$ cat config.mk
export PLATFORM = sky130hd
export DESIGN_NAME = orsel_regmux
export DESIGN_NICKNAME = d
export VERILOG_FILES = /design/src/rtl/orsel_regmux.sv
export SDC_FILE = /design/constraint.sdc
export NUM_CORES = 1
export LEC_CHECK = 0
export BUFFER_PORTS_ARGS = -buffer_cell sky130_fd_sc_hd__buf_2
export CORE_ASPECT_RATIO = 0.6
export CORE_UTILIZATION = 57
export DETAILED_ROUTE_END_ITERATION = 12
export PLACE_DENSITY = 0.86
export RECOVER_POWER = 100
export SLEW_MARGIN = 20
export SYNTH_ARGS = -nofsm -noshare
export SYNTH_HDL_FRONTEND = slang
export SYNTH_SLANG_ARGS = --single-unit
$ cat constraint.sdc
create_clock -name clk -period 1.8 [get_ports clk]
set_input_delay 0.09 -clock clk [delete_from_list [all_inputs] [get_ports clk]]
set_output_delay 0.09 -clock clk [all_outputs]
set_load 0.03 [all_outputs]
$ cat src/rtl/orsel_regmux.sv
module orsel_regmux #(
  parameter int WIDTH = 32,
  parameter int NSRC  = 8
) (
  input  logic                     clk,
  input  logic                     rst,
  input  logic [$clog2(NSRC)-1:0]  sel,
  input  logic [NSRC*WIDTH-1:0]    din,
  input  logic                     const_mode,
  input  logic [WIDTH-1:0]         const_set,
  input  logic [WIDTH-1:0]         const_clr,
  output logic [WIDTH-1:0]         q
);
  localparam int SELW = $clog2(NSRC);

  logic [NSRC-1:0]  load_en;
  logic [NSRC-1:0]  live;
  logic [WIDTH-1:0] src_q [NSRC];
  logic [WIDTH-1:0] din_sel;

  assign load_en = rst ? '0 : (NSRC'(1) << sel);
  assign din_sel = din[sel*WIDTH +: WIDTH];

  for (genvar i = 0; i < NSRC; i++) begin : g_src
    always_ff @(posedge clk) begin
      if (!load_en[i])
        src_q[i] <= '0;
      else if (const_mode)
        src_q[i] <= (src_q[i] | const_set) & ~const_clr;
      else
        src_q[i] <= din[i*WIDTH +: WIDTH];
    end
    assign live[i] = |src_q[i];
  end

  always_comb begin
    q = '0;
    for (int i = 0; i < NSRC; i++) q = q | src_q[i];
  end

  logic rst_d;
  always_ff @(posedge clk) begin
    rst_d <= rst;
    if (rst_d) AST_RESET_EMPTY: assert (q == '0);
  end

  AST_SINGLE_LIVE: assert property (@(posedge clk) disable iff (rst)
    $onehot0(live));
  AST_UNSEL_CLEARED: assert property (@(posedge clk) disable iff (rst)
    1'b1 |=> (live & ~(NSRC'(1) << $past(sel))) == '0);
  AST_DATA_FOLLOWS: assert property (@(posedge clk) disable iff (rst)
    !const_mode |=> q == $past(din_sel));
  AST_CLR_WINS: assert property (@(posedge clk) disable iff (rst)
    const_mode |=> (q & $past(const_clr)) == '0);
  AST_SET_ONLY: assert property (@(posedge clk) disable iff (rst)
    const_mode |=> (q & $past(const_set & ~const_clr)) == $past(const_set & ~const_clr));

  logic [SELW-1:0] unused_w;
  assign unused_w = '0;
endmodule

==> impl_metrics.tcl <==
set metrics [dict create \
    postSynthRegisterBits 256 \
    synth_top_area_share_pct 59.3 \
    stdcell_area_um2 19400 \
    grt_first_pass_wirelength_um 77000 \
    ys_async_sr_fraction_pct 0 \
    cpLargestDelayFamily "simple AND/OR/NAND/NOR gates" \
    via_per_inst 5.88 \
    layout-drive-gt1-share_pct 20.5 \
    whs_ps 9.69 \
    antenna_left 0 \
    io_pins 358 \
    clk_pin_slew_ps 70 \
    fmaxAchievable_mhz 549 \
    rr_worst_depth 3 \
    critical_path.slowest_cell "sky130_fd_sc_hd__edfxtp_1" \
    core_region_area_um2 22200 \
    post_synth_main_area_contributors "sky130_fd_sc_hd__edfxtp_1, sky130_fd_sc_hd__nand2b_1, sky130_fd_sc_hd__a21oi_1" \
    critPathLaunch "src_q[1][66]$_DFFE_PP_" \
    largestRegisters "src_q x256" \
    final_min_period_over_clock_period_pct 101 \
    hold_class "input pin to flip-flop" \
    timing.critical_path.buf_inv 1 \
    maximum_clock_path_buffer_count 3 \
    startpoint_type "flip-flop" \
    layout.core_utilization_pct 87.5 \
    path_class "flip-flop to primary output" \
    clock_tree.root_cell "sky130_fd_sc_hd__clkbuf_16" \
    clkLatencyLatePin_ps 520 \
    firstDrtPassIters 12 \
    drv.max_cap_violation_count 0 \
    post-cts-setup-buffers 0 \
    r2r_setup_slack_ps 280 \
    number_of_antenna_violations_at_the_first_check_in_global_routing 9 \
    clock-sinks 256 \
    mostFrequentLayoutCell "sky130_fd_sc_hd__buf_2" \
    numPortBuffers 357 \
    cts-buffers-inserted 24 \
    worstPathArrival_ps 1730 \
    worst_slew_margin_rel_pct 41.6 \
    timing_max_transition_violations_final 0 \
    grt_max_degree 49 \
    dpl-instance-area_um2 16200 \
    registers.top_by_ff_count "src_q" \
    leakage_nw 7.74 \
    drc_errors 0 \
    final_period_minus_worst_setup_slack_ps 1820 \
    worst_pin_slew_ps 877 \
    finish.cell_count_without_fillers 2413 \
    global_route.overflow_total 0 \
    synth_ff_type "sky130_fd_sc_hd__edfxtp_1" \
    routed_wirelength_um 50900 \
    status "finished, violations left" \
    failing_checks "negative setup slack" \
    numPlacedInstances 2112 \
    r2r_end "src_q[1][16]$_SDFFCE_PN0P_" \
    synthToLayoutAreaGrowth_pct 49.5 \
    gp_routability_congestion 0.883 \
    worstSetupEndpointType "primary output" \
    die_area_um2 23400 \
    worstPathCellList "nor4_1, nand2_1, clkbuf_2" \
    largest_register_ffs 256 \
    setup_viol_count_final 2 \
    synth_area_per_cell_um2 10.6 \
    stage_delay_of_the_slowest_cell_on_the_critical_path_ps 460 \
    clock-skew-final_ps 0 \
    row_count 42 \
    synth_area_leader_cell "sky130_fd_sc_hd__edfxtp_1" \
    worstPathRequired_ps 1710 \
    hpwl_um 28000 \
    finish.net_count 2407 \
    synth_enable_flop_cells 256 \
    p_per_area_nw_per_um2 717 \
    first_iter_violations 1716 \
    fin_ws_ps -21.8 \
    syn-instance-count 1222 \
    report.final.hold_viol_count 0 \
    chipHeight_um 119 \
    clock_tree.htree_level_count 1 \
    routed_vias 14200 \
    worst_flop_to_flop_path_startpoint "src_q[1][16]$_SDFFCE_PN0P_" \
    synth_warnings 0 \
    grtUsageTotal_pct 43.2 \
    path_depth 3 \
    cts_tree "done" \
    yosysUniqueCellTypes 20 \
    dieWidth_um 197 \
    routedWlPerCell_um 21.1 \
    syn_area_um2 13000 \
    critical_path.endpoint "q[2]" \
    grt_pass1_vias 14600 \
    critPathMaxFanout 2 \
    yosysSeqAreaShare_pct 59.3 \
    initial_utilization_pct 58.5 \
    worst_vdd_rail_ir_drop_uv 686 \
]
## power breakdown
group / internal, mW / leakage [nW] / switching [mW]
Sequential: 6.82 / 2.63 / 0.168
Combinational: 0.945 / 4.75 / 1.01
Clock: 2.67 / 0.356 / 2.30
## per-layer routing
| layer | track usage [%] | vias up | wire length [um] |
|---|---|---|---|
| li1 | - | 6018 | - |
| met1 | 50.1 | 6425 | 17100 |
| met2 | 70.5 | 1372 | 23400 |
| met3 | 13.0 | 373 | 6880 |
| met4 | 27.5 | 6 | 3560 |
| met5 | 0 | - | 44 |
## logic make-up after synthesis
group           synth area share (%)
compound gates                  19.8
flops                           59.3
other cells                   0.0289
simple gates                    18.8
buf+inv                         2.14
## Yosys cell counts, drive strengths merged (2+ instances only)
cell / instances
clkbuf: 31
buf: 25
nand2: 38
edfxtp: 256
and2b: 32
a21oi: 256
nand3: 2
nor4: 64
nor2b: 3
nand2b: 256
nor2: 2
o21ai: 256
## final cells by class
cell class | instances | area, um2
flip-flops and latches | 256 | 7690
multi-input cells | 1165 | 6000
repair buffers | 634 | 4590
clock inverters | 14 | 82.6
clock buffers | 30 | 644
well taps | 308 | 385
fillers | 1112 | 2780
diodes | 6 | 15.0
## worst min path at each step
stage          cells past startpoint     startpoint                       to
6_report                           3        din[63]   src_q[0][63]$_DFFE_PP_
5_1_grt                            3         din[5]    src_q[0][5]$_DFFE_PP_
4_1_cts                            3        din[97]   src_q[0][97]$_DFFE_PP_
3_5_place_dp                       3       din[169]   src_q[1][41]$_DFFE_PP_
3_3_place_gp                       3       din[242]  src_q[1][114]$_DFFE_PP_
2_1_floorplan                      2  const_set[31]   src_q[0][31]$_DFFE_PP_
## metrics by stage
stage | worst slack [ps] | power (mW) | setup TNS (ps)
floorplan | 818 | 7.71 | 0
global placement | 293 | 8.39 | 0
detailed placement | 251 | 8.43 | 0
CTS | 44.7 | 13.6 | 0
global route | -42.8 | 14.2 | -42.9
finish | -21.8 | 13.9 | -36.7
## worst reg2reg max path: cells and delay by family (launching register included)
| kind | cells | cell delay [ps] |
|---|---|---|
| AOI/OAI and AO/OA | 2 | 290 |
| buffers and inverters | 1 | 570 |
| DFF | 1 | 400 |
## what timing repair did
item | 4_1_cts | 5_1_grt
resized for setup | 0 | 3
hold buffers | 250 | 1
endpoints found under the setup margin | 0 | 3
endpoints found under the hold margin | 247 | 1
Power figures use the tool's default switching activity.
